$ cat src/rtl/status_attn.sv
module status_attn #(
  parameter int TICKS_PER_MS = 1000,
  parameter int GATE_BITS    = 14
) (
  input  logic       clk,
  input  logic       rst_n,
  input  logic       conv_done_i,
  input  logic       bus_err_i,
  input  logic       rd_status_i,
  input  logic       rd_temp_i,
  input  logic       wr_dev_ctrl_i,
  input  logic       wr_temp_ctrl_i,
  input  logic       wr_rate_i,
  input  logic [7:0] wr_data_i,
  input  logic       bus_idle_i,
  input  logic       bit_seen_i,
  input  logic       attn_sent_i,
  input  logic       bus_reset_i,
  input  logic       dev_reset_i,
  output logic [7:0] status_o,
  output logic       attn_req_o,
  output logic       conv_start_o
);
  localparam int MAX_CYC = 1532 * TICKS_PER_MS;
  localparam int CNT_W   = $clog2(MAX_CYC + 1);
  localparam int GATE_W  = $clog2(GATE_BITS + 1);
  localparam logic [1:0] RATE_DEF = 2'b10;

  logic dev_rst;
  logic sf1, orun, ber;
  logic fn_en, low_pwr, shdn, sens_en, at_en;
  logic [1:0] rate;
  logic [GATE_W-1:0] gate_cnt;
  logic gate_open;
  logic ber_req, conv_req, pending;
  logic run;
  logic [CNT_W-1:0] cnt, period_last;
  logic [10:0] ms;

  assign dev_rst   = dev_reset_i | (wr_dev_ctrl_i & wr_data_i[0]);
  assign gate_open = (gate_cnt == GATE_W'(GATE_BITS));
  assign run       = fn_en & sens_en & ~shdn;
  assign status_o  = {ber, 2'b00, orun, 3'b000, sf1};

  always_ff @(posedge clk or negedge rst_n) begin
    if (!rst_n) begin
      sf1 <= 1'b0; orun <= 1'b0; ber <= 1'b0;
    end else if (dev_rst) begin
      sf1 <= 1'b0; orun <= 1'b0; ber <= 1'b0;
    end else begin
      if (conv_done_i)      sf1 <= 1'b1;
      else if (rd_temp_i)   sf1 <= 1'b0;
      if (rd_temp_i)                orun <= 1'b0;
      else if (conv_done_i && sf1)  orun <= 1'b1;
      if (bus_err_i)        ber <= 1'b1;
      else if (rd_status_i) ber <= 1'b0;
    end
  end

  always_ff @(posedge clk or negedge rst_n) begin
    if (!rst_n) begin
      fn_en <= 1'b0; low_pwr <= 1'b0; shdn <= 1'b0;
      sens_en <= 1'b0; at_en <= 1'b0; rate <= RATE_DEF;
    end else if (dev_rst) begin
      fn_en <= 1'b0; low_pwr <= 1'b0; shdn <= 1'b0;
      sens_en <= 1'b0; at_en <= 1'b0; rate <= RATE_DEF;
    end else begin
      if (wr_dev_ctrl_i) begin
        fn_en   <= wr_data_i[4];
        low_pwr <= wr_data_i[2];
        shdn    <= wr_data_i[1];
      end
      if (wr_temp_ctrl_i) begin
        sens_en <= wr_data_i[1];
        at_en   <= wr_data_i[0];
      end
      if (wr_rate_i) rate <= wr_data_i[1:0];
    end
  end

  always_ff @(posedge clk or negedge rst_n) begin
    if (!rst_n)                      gate_cnt <= '0;
    else if (dev_rst || bus_reset_i) gate_cnt <= '0;
    else if (bit_seen_i && !gate_open) gate_cnt <= gate_cnt + 1'b1;
  end

  always_ff @(posedge clk or negedge rst_n) begin
    if (!rst_n) begin
      ber_req <= 1'b0; conv_req <= 1'b0; pending <= 1'b0;
    end else if (dev_rst) begin
      ber_req <= 1'b0; conv_req <= 1'b0; pending <= 1'b0;
    end else begin
      if (bus_err_i)        ber_req <= 1'b1;
      else if (attn_sent_i) ber_req <= 1'b0;
      if (attn_sent_i)                               conv_req <= 1'b0;
      else if (conv_done_i && at_en && !pending)     conv_req <= 1'b1;
      if (attn_sent_i)                      pending <= 1'b1;
      else if (rd_status_i || bus_reset_i)  pending <= 1'b0;
    end
  end

  assign attn_req_o = bus_idle_i & gate_open &
                      (ber_req | (conv_req & at_en & ~pending));

  always_comb begin
    case ({low_pwr, rate})
      3'b000:  ms = 11'd64;
      3'b001:  ms = 11'd96;
      3'b010:  ms = 11'd190;
      3'b011:  ms = 11'd382;
      3'b100:  ms = 11'd96;
      3'b101:  ms = 11'd382;
      3'b110:  ms = 11'd766;
      default: ms = 11'd1532;
    endcase
    period_last = CNT_W'(int'(ms) * TICKS_PER_MS - 1);
  end

  always_ff @(posedge clk or negedge rst_n) begin
    if (!rst_n)                   cnt <= '0;
    else if (!run || dev_rst)     cnt <= '0;
    else if (cnt >= period_last)  cnt <= '0;
    else                          cnt <= cnt + 1'b1;
  end

  assign conv_start_o = run & (cnt >= period_last);
endmodule

$ cat config.mk
export PLATFORM = sky130hd
export DESIGN_NAME = status_attn
export DESIGN_NICKNAME = d
export VERILOG_FILES = /design/src/rtl/status_attn.sv
export SDC_FILE = /design/constraint.sdc
export NUM_CORES = 1
export LEC_CHECK = 0
export BUFFER_PORTS_ARGS = -buffer_cell sky130_fd_sc_hd__buf_2
export CORE_ASPECT_RATIO = 0.5
export CORE_MARGIN = 2
export CORE_UTILIZATION = 25
export DETAILED_ROUTE_END_ITERATION = 10
export HOLD_SLACK_MARGIN = 0.06
export PLACE_DENSITY_LB_ADDON = 0.12
export SYNTH_ARGS = -nofsm -noshare
export SYNTH_HDL_FRONTEND = slang
export SYNTH_SLANG_ARGS = --single-unit
$ cat constraint.sdc
create_clock -name clk -period 9.75 [get_ports clk]
set_input_delay 0.975 -clock clk [delete_from_list [all_inputs] [get_ports clk]]
set_output_delay 0.975 -clock clk [all_outputs]
set_load 0.1 [all_outputs]
==> impl_metrics.yaml, run 1 <==
clocking:
  numClockSinks: 38
  clock_latency_ps: 280
  hold_buffers: 0
  postCtsSetupBuffers: 0
  clock-root-buffer: "clkbuf_16"
  cts_buffers: 5
  clk_path_buf_depth: 2
  cts.reportedPaths.clkPinSlew_ps: 60
  cts_tree: "built"
  h-tree-depth: 2
  cts_resized: 0
grt:
  grt_pass1_vias: 2868
  gr-usage-all-layers_pct: 11.88
  grt-ovfl-total: 0
  grt_start_max_net_pins: 39
  antenna_found_initial: 0
  grt_pass1_wl_mm: 15.26
pwr:
  worst_ir_drop_vdd_mv: 0.06770
  power_w: 0.0008514
  power_density_nw_per_um2: 201.4
  p_leak_nw: 2.014
routing:
  drt_iter0_drc: 121
  drc: 0
  wl_mm: 8.848
  detail-route-antenna-nets: 0
  routedWlPerCell_um: 13.85
  viasPerCell: 4.480
  drt_pass1_iterations: 4
  num_vias: 2863
floorplanning:
  dieHeight_um: 90.92
  chipWidth_um: 177.8
  fp-row-count: 31
  die-area_um2: 16170
  core_um2: 14620
  start_util_pct: 25.83
  io_pins: 32
hold_path:
  hold_class: "register to register"
  hp-start: "cnt[0]"
  holdPathStages: 1
  hold_end: "cnt[0]"
logic_synthesis:
  synthTopCellsByCount: "nor2_1 (54), ha_1 (48), dfrtp_1 (37), inv_1 (26), a21oi_1 (24)"
  ys_seq_area_share_pct: 25.21
  syn_avg_cell_area_um2: 8.951
  postSynthCellCount: 422
  yosysWarningCount: 0
  ys_async_sr_fraction_pct: 100.0
  synth-seq-cells: 38
  synth_top_area_share_pct: 24.51
  yosysMostFrequentCell: "nor2_1"
  synth-edff-count: 0
  synth_ff_type: "dfrtp_1"
  synth_area_um2: 3777
  synth_area_leaders: "dfrtp_1 (25%), ha_1 (16%), fa_1 (6.9%)"
  ys_types: 58
  synth_top_area_cell: "dfrtp_1"
worst_setup_path:
  critPathSlowestCell: "dfstp_2"
  worstPathArrival_ps: 7600
  r2r_cells: 29
  max_stage_delay_ps: 750
  crit_fanout: 16
  critPathKind: "register to primary output"
  cp.required_ps: 8780
  worstSetupStartpointType: "register"
  critical_path_buf_inv_count: 7
  r2r_slack_ps: 2040
  r2r-start: "rate[1]"
  endpoint_kind: "primary output"
  cp_top_family: "adder cells"
  worstReg2RegEnd: "cnt[17]"
sta:
  finalHoldViolations: 0
  tightest_slew_ps: 863.5
  fin_skew_ps: 6.031
  finalCriticalPeriod_ps: 8575
  slew_violations: 0
  final-setup-viol-count: 0
  fin_ws_ps: 1175
  period_share_pct: 87.95
  fmax_mhz: 116.6
  max_slew_margin_pct: 42.43
  rsz0062_at_grt: "no"
  fin_tns_setup_ps: 0
outcome:
  outcome: "finished clean"
final_layout:
  nFillCells: 1574
  final_nets: 523
  num_antenna_cells: 0
  drive_gt1_share_pct: 11.79
  syn2layout_area_growth_pct: 11.92
place:
  hpwlAfterDp_mm: 6.923
  gp_congestion: 0.7400
  portBuffers: 22
  dp_slack_ps: 1367
run:
  drv_cap: 0
==> layout by cell type, fill, tap and decap left out, types with 2 or more instances in the layout <==
cell type / count
nor3b_1: 2
o21ai_2: 2
and2_1: 3
and3_1: 4
o211a_1: 2
nand3b_1: 2
a211oi_1: 3
or2_2: 5
or3_1: 3
nand2_1: 22
and4_1: 2
fa_1: 13
buf_2: 22
xnor2_1: 20
nor2_1: 54
nand2b_1: 6
nand4_1: 6
o21ai_0: 9
nor3_1: 10
nand3_1: 15
buf_4: 4
inv_1: 26
o21a_1: 4
clkbuf_16: 5
a21o_1: 12
xor2_1: 23
a21boi_1: 2
conb_1: 7
mux2i_1: 11
nor2b_1: 6
ha_1: 48
dfrtp_1: 37
a21oi_1: 24
==> flip-flops by register name, summed over array words and instances, names as in the netlist <==
register	flops
at_en	1
ber	1
ber_req	1
cnt	21
conv_req	1
fn_en	1
gate_cnt	4
low_pwr	1
orun	1
pending	1
rate	2
sens_en	1
sf1	1
shdn	1
==> how the worst max path moves through the flow <==
stage	start	endpoint	cells past startpoint
floorplan	rate[1]	conv_start_o	29
global placement	rate[1]	conv_start_o	27
detailed placement	rate[1]	conv_start_o	28
CTS	rate[1]	conv_start_o	28
global route	rate[1]	conv_start_o	29
finish	rate[1]	conv_start_o	28
==> metal layers <==
metal	GRT usage, %	wire length, um
met1	17.94	4770
met3	1.726	217
met4	1.639	42
met5	0	0
met2	18.09	3818
==> kinds of logic after synthesis <==
family          synth area share (%)
flops                          25.21
xor+xnor                       9.970
simple gates                   19.78
other cells                   0.1988
compound gates                 13.25
buf+inv                        5.531
fa+ha+maj                      22.79
mux                            3.279
==> where the power goes <==
part	internal [W]	total [W]	switching [W]	leakage [nW]
clock network	0.000101	0.000165	0.0000636	0.0729
logic	0.000211	0.000521	0.000311	1.42
registers	0.000161	0.000165	0.00000441	0.521
==> per-stage QoR <==
stage	hold WS, ps	utilization [%]	area (um^2)	cells
final	521.3	28.91	4228	639
after detailed placement	509.8	27.88	4076	631
after global placement	498.7	27.88	4076	631
after global routing	543.4	28.91	4228	639
after floorplan	468.4	-	3796	427
after CTS	525.6	28.91	4228	639
==> final cells by class <==
type	count	area (um^2)	area share (%)
multi-input cells	343	2639	62.41
flip-flops and latches	38	952.2	22.52
well taps	198	247.7	5.860
repair buffers	26	140.1	3.315
clock buffers	6	138.9	3.285
inverters	26	97.59	2.308
clock inverters	2	12.51	0.2959
Note: power is estimated with default switching activity, not from simulation.
==> inputs of run 2 (changes only) <==
BUFFER_PORTS_ARGS = unset   (was -buffer_cell sky130_fd_sc_hd__buf_2)
DONT_BUFFER_PORTS = 1   (was unset)
PLACE_DENSITY = 0.35   (was unset)
PLACE_DENSITY_LB_ADDON = unset   (was 0.12)
clock period = 11.1 ns   (was 9.75 ns; I/O delays follow)
==> run 2 against run 1 <==
Utilization fell by 0.67 points; worst setup slack improved by 490 ps; critical path depth fell by 2; clock skew fell by 1.1 ps; sequential share of layout area rose by 0.53 points; non-clock buffer count fell by 25; clock power fell by 12%; die area did not move; cell count fell by 3.9%; global-route usage rose by 0.68 points; critical endpoint unchanged.
==> impl_metrics.yaml, run 2 (synthesized netlist as in run 1, its figures left out) <==
outcome:
  outcome: "finished clean"
place:
  hpwlAfterDp_mm: 7.073
  portBuffers: 0
  gp_congestion: 0.7475
  dp_slack_ps: 1884
worst_setup_path:
  cp.required_ps: 9990
  worstPathArrival_ps: 8320
  critPathKind: "register to primary output"
  worstSetupStartpointType: "register"
  critical_path_buf_inv_count: 4
  cp_top_family: "adder cells"
  crit_fanout: 15
  endpoint_kind: "primary output"
  crit_top_cell: "ha_1"
  max_stage_delay_ps: 920
  critPathSlowestCell: "a211oi_4"
final_layout:
  top_register: "cnt"
  reg_top3: "cnt (21), gate_cnt (4), rate (2)"
  drive_gt1_share_pct: 6.971
  nFillCells: 1573
  final_nets: 498
  layout_commonest_cell: "nor2_1"
  num_antenna_cells: 0
  final_cell_mix: "nor2_1 (54), ha_1 (48), dfrtp_1 (37)"
  largest_reg_flops: 21
  syn2layout_area_growth_pct: 9.341
clocking:
  cts_buffers: 5
  cts.reportedPaths.clkPinSlew_ps: 60
  cts_resized: 0
  clk_path_buf_depth: 2
  cts_tree: "built"
  clock-root-buffer: "clkbuf_16"
  hold_buffers: 0
  numClockSinks: 38
  clock_latency_ps: 280
  postCtsSetupBuffers: 0
  h-tree-depth: 2
routing:
  num_vias: 2790
  drc: 0
  viasPerCell: 4.544
  wl_mm: 9.311
  drt_iter0_drc: 133
  drt_pass1_iterations: 4
  detail-route-antenna-nets: 0
  routedWlPerCell_um: 15.16
floorplanning:
  core_um2: 14620
  chipWidth_um: 177.8
  io_pins: 32
  start_util_pct: 25.83
  fp-row-count: 31
  dieHeight_um: 90.92
  die-area_um2: 16170
sta:
  fin_ws_ps: 1670
  rsz0062_at_grt: "no"
  finalHoldViolations: 0
  whs_ps: 518.4
  fmax_mhz: 106.0
  period_share_pct: 84.96
  tightest_slew_ps: 1088
  fin_skew_ps: 4.979
  slew_violations: 0
  final-setup-viol-count: 0
  max_slew_margin_pct: 27.22
  fin_tns_setup_ps: 0
  finalCriticalPeriod_ps: 9430
pwr:
  worst_ir_drop_vdd_mv: 0.06242
  power_w: 0.0007417
  p_leak_nw: 1.914
  power_density_nw_per_um2: 179.6
grt:
  grt_start_max_net_pins: 39
  grt_pass1_wl_mm: 16.05
  grt-ovfl-total: 0
  grt_pass1_vias: 2995
  antenna_found_initial: 0
  gr-usage-all-layers_pct: 12.56
hold_path:
  hold_class: "primary input to async pin"
run:
  drv_cap: 0
run 2: changes by cell type in the layout (fill, tap and decap cells not counted), sizes merged:
cell and change:
buf -26, clkbuf +1
run 2: path summary, 6_finish.rpt:
check | slack [ps] | from | to | cells after the start
hold / removal | 520 | rst_n | cnt[4] | 0
setup reg to reg | 2740 | low_pwr | cnt[10] | 26
min in group clk | 520 | cnt[0] | cnt[0] | 1
setup / recovery | 1670 | low_pwr | conv_start_o | 26
max in group asynchronous | 10380 | rst_n | rate[1] | 0
hold reg to reg | 520 | cnt[0] | cnt[0] | 1
run 2: worst reg2reg max path: cells and delay by family (launching register included):
kind            cells  cell delay (ps)
xor+xnor            1              150
buf+inv             4              580
simple gates        6             1400
fa+ha+maj           7             2750
flops               1              800
compound gates      8             2600
run 2: per-layer routing:
metal	routed length, um	global-route usage (%)	share of wire, %
met5	0	0	0
met4	68	2.869	0.73
met3	178	1.684	1.9
met2	3901	19.15	42
met1	5162	18.60	55
run 2: through the flow:
step | cells | cell area [um^2] | utilization [%]
2_1_floorplan | 427 | 3796 | -
3_3_place_gp | 606 | 3979 | 27.21
3_5_place_dp | 606 | 3979 | 27.21
4_1_cts | 614 | 4130 | 28.25
5_1_grt | 614 | 4130 | 28.25
6_report | 614 | 4130 | 28.25
run 2: where the power goes:
part	switching [W]	internal (W)	total [W]
sequential	0.00000843	0.000141	0.000149
clock	0.0000571	0.0000890	0.000146
combinational	0.000265	0.000181	0.000446
run 2: layout make-up:
cell class	instances	area [um^2]	share of cell area (%)
flip-flops and latches	38	952.2	23.05
inverters	26	97.59	2.363
multi-input cells	343	2656	64.31
repair buffers	1	25.02	0.6059
well taps	198	247.7	5.998
clock buffers	6	138.9	3.363
clock inverters	2	12.51	0.3029
==> inputs of run 3 (changes only) <==
PLACE_DENSITY = 0.37   (was 0.35)
clock period = 8.6 ns   (was 11.1 ns; I/O delays follow)
==> run 3 against run 2 <==
First-iteration DRC count down 1.5%; die area unchanged; routed wire length down 5.4%; power up 32%; register-to-register slack worse by 1600 ps; global-route usage down 0.66 points; combinational power up 28%; utilization up 0.53 points; non-clock buffer count up 8; via count down 1.3%; worst setup slack worse by 1100 ps; flip-flop and latch count unchanged; largest cell class unchanged; largest power group unchanged.
==> impl_metrics.yaml, run 3 (synthesized netlist as in run 1, its figures left out) <==
clocking:
  h-tree-depth: 2
  cts.reportedPaths.clkPinSlew_ps: 60
  cts_resized: 0
  clock-root-buffer: "clkbuf_16"
  hold_buffers: 0
  numClockSinks: 38
  clock_latency_ps: 290
  cts_buffers: 5
  cts_tree: "built"
  postCtsSetupBuffers: 0
  clk_path_buf_depth: 2
pwr:
  power_density_nw_per_um2: 232.7
  worst_ir_drop_vdd_mv: 0.08066
  power_w: 0.0009790
  p_leak_nw: 1.962
  p_int_w: 0.0005603
  pwr-share-comb_pct: 58.4
  p_sw_share_pct: 42.76
  sequentialPowerShare_pct: 19.4
  p_clk_share_pct: 22.3
  p_sw_w: 0.0004186
final_layout:
  reg_top3: "cnt (21), gate_cnt (4), rate (2)"
  final_cell_mix: "nor2_1 (54), ha_1 (48), dfrtp_1 (37)"
  drive_gt1_share_pct: 8.511
  final_nets: 506
  top_register: "cnt"
  layout_commonest_cell: "nor2_1"
  largest_reg_flops: 21
  num_antenna_cells: 0
  syn2layout_area_growth_pct: 11.39
routing:
  wl_mm: 8.809
  drt_iter0_drc: 131
  viasPerCell: 4.433
  routedWlPerCell_um: 14.19
  drc: 0
  drt_pass1_iterations: 4
  num_vias: 2753
  detail-route-antenna-nets: 0
worst_setup_path:
  critical_path_buf_inv_count: 7
  endpoint_kind: "primary output"
  worstPathArrival_ps: 7200
  critPathSlowestCell: "dfstp_2"
  max_stage_delay_ps: 540
  critPathKind: "register to primary output"
  worstSetupStartpointType: "register"
  r2r_slack_ps: 1100
  cp_top_family: "adder cells"
  cp.required_ps: 7740
  r2r-start: "rate[1]"
  crit_fanout: 15
  r2r_cells: 28
  worstReg2RegEnd: "cnt[6]"
floorplanning:
  dieHeight_um: 90.92
  die-area_um2: 16170
  chipWidth_um: 177.8
  io_pins: 32
  start_util_pct: 25.83
  core_um2: 14620
  fp-row-count: 31
sta:
  finalHoldViolations: 0
  tightest_slew_ps: 925.4
  fin_skew_ps: 7.136
  whs_ps: 264.6
  fmax_mhz: 124.1
  final-setup-viol-count: 0
  rsz0062_at_grt: "no"
  period_share_pct: 93.68
  fin_tns_setup_ps: 0
  finalCriticalPeriod_ps: 8057
  slew_violations: 0
  max_slew_margin_pct: 38.31
grt:
  grt_pass1_wl_mm: 15.19
  antenna_found_initial: 0
  grt-ovfl-total: 0
  gr-usage-all-layers_pct: 11.90
  grt_pass1_vias: 2947
  grt_start_max_net_pins: 39
place:
  gp_congestion: 0.7444
  portBuffers: 0
  hpwlAfterDp_mm: 6.906
outcome:
  outcome: "finished clean"
run:
  drv_cap: 0
hold_path:
  hold_class: "primary input to async pin"
-- run 3: worst max-delay path by stage --
stage | slack [ps] | endpoint | depth (start not counted) | from
CTS | 460 | conv_start_o | 26 | rate[1]
finish | 540 | conv_start_o | 26 | rate[1]
global route | 50 | conv_start_o | 25 | rate[1]
floorplan | 300 | conv_start_o | 29 | rate[1]
global placement | 850 | conv_start_o | 26 | rate[1]
detailed placement | 810 | conv_start_o | 26 | rate[1]
-- run 3: power groups by stage --
stage / Clock [W] / Sequential [W] / Combinational, W
6_report: 0.000218 / 0.000189 / 0.000571
5_1_grt: 0.000231 / 0.000190 / 0.000657
4_1_cts: 0.000224 / 0.000189 / 0.000577
3_5_place_dp: 0 / 0.000193 / 0.000571
3_3_place_gp: 0 / 0.000193 / 0.000572
2_1_floorplan: 0 / 0.000188 / 0.000469
-- run 3: metrics by stage --
| step | std cells | instance area [um^2] | setup slack [ps] | utilization [%] |
|---|---|---|---|---|
| 4_1_cts | 621 | 4208 | 458.0 | 28.78 |
| 5_1_grt | 621 | 4208 | 46.22 | 28.78 |
| 3_5_place_dp | 614 | 4039 | 809.6 | 27.62 |
| 3_3_place_gp | 614 | 4039 | 848.6 | 27.62 |
| 2_1_floorplan | 427 | 3801 | 296.8 | - |
| 6_report | 621 | 4208 | 543.2 | 28.78 |
-- run 3: area by class of cell --
| cell class | instances | area (um^2) |
|---|---|---|
| inverter | 26 | 97.59 |
| clock inverter | 1 | 30.03 |
| multi-input combinational | 343 | 2656 |
| clock buffer | 6 | 138.9 |
| timing repair buffer | 9 | 85.08 |
| sequential | 38 | 952.2 |
| fill | 1580 | 10420 |
| tap | 198 | 247.7 |
-- run 3: worst register-to-register path: cells and delay by family (launching register included) --
| kind | cells | cell delay, ps |
|---|---|---|
| AOI/OAI and AO/OA | 8 | 2040 |
| xor gates and xnor gates | 1 | 150 |
| adders and majority gates | 7 | 2610 |
| buffers and inverters | 6 | 740 |
| DFF | 1 | 540 |
| and+or+nand+nor | 6 | 1360 |
-- run 3: metal layers --
layer	GRT usage [%]	wire, um	vias to the layer above
met1	17.08	4822	1286
met4	3.142	91	0
met2	18.48	3699	32
li1	-	-	1428
met3	1.768	196	7
met5	0	0	-
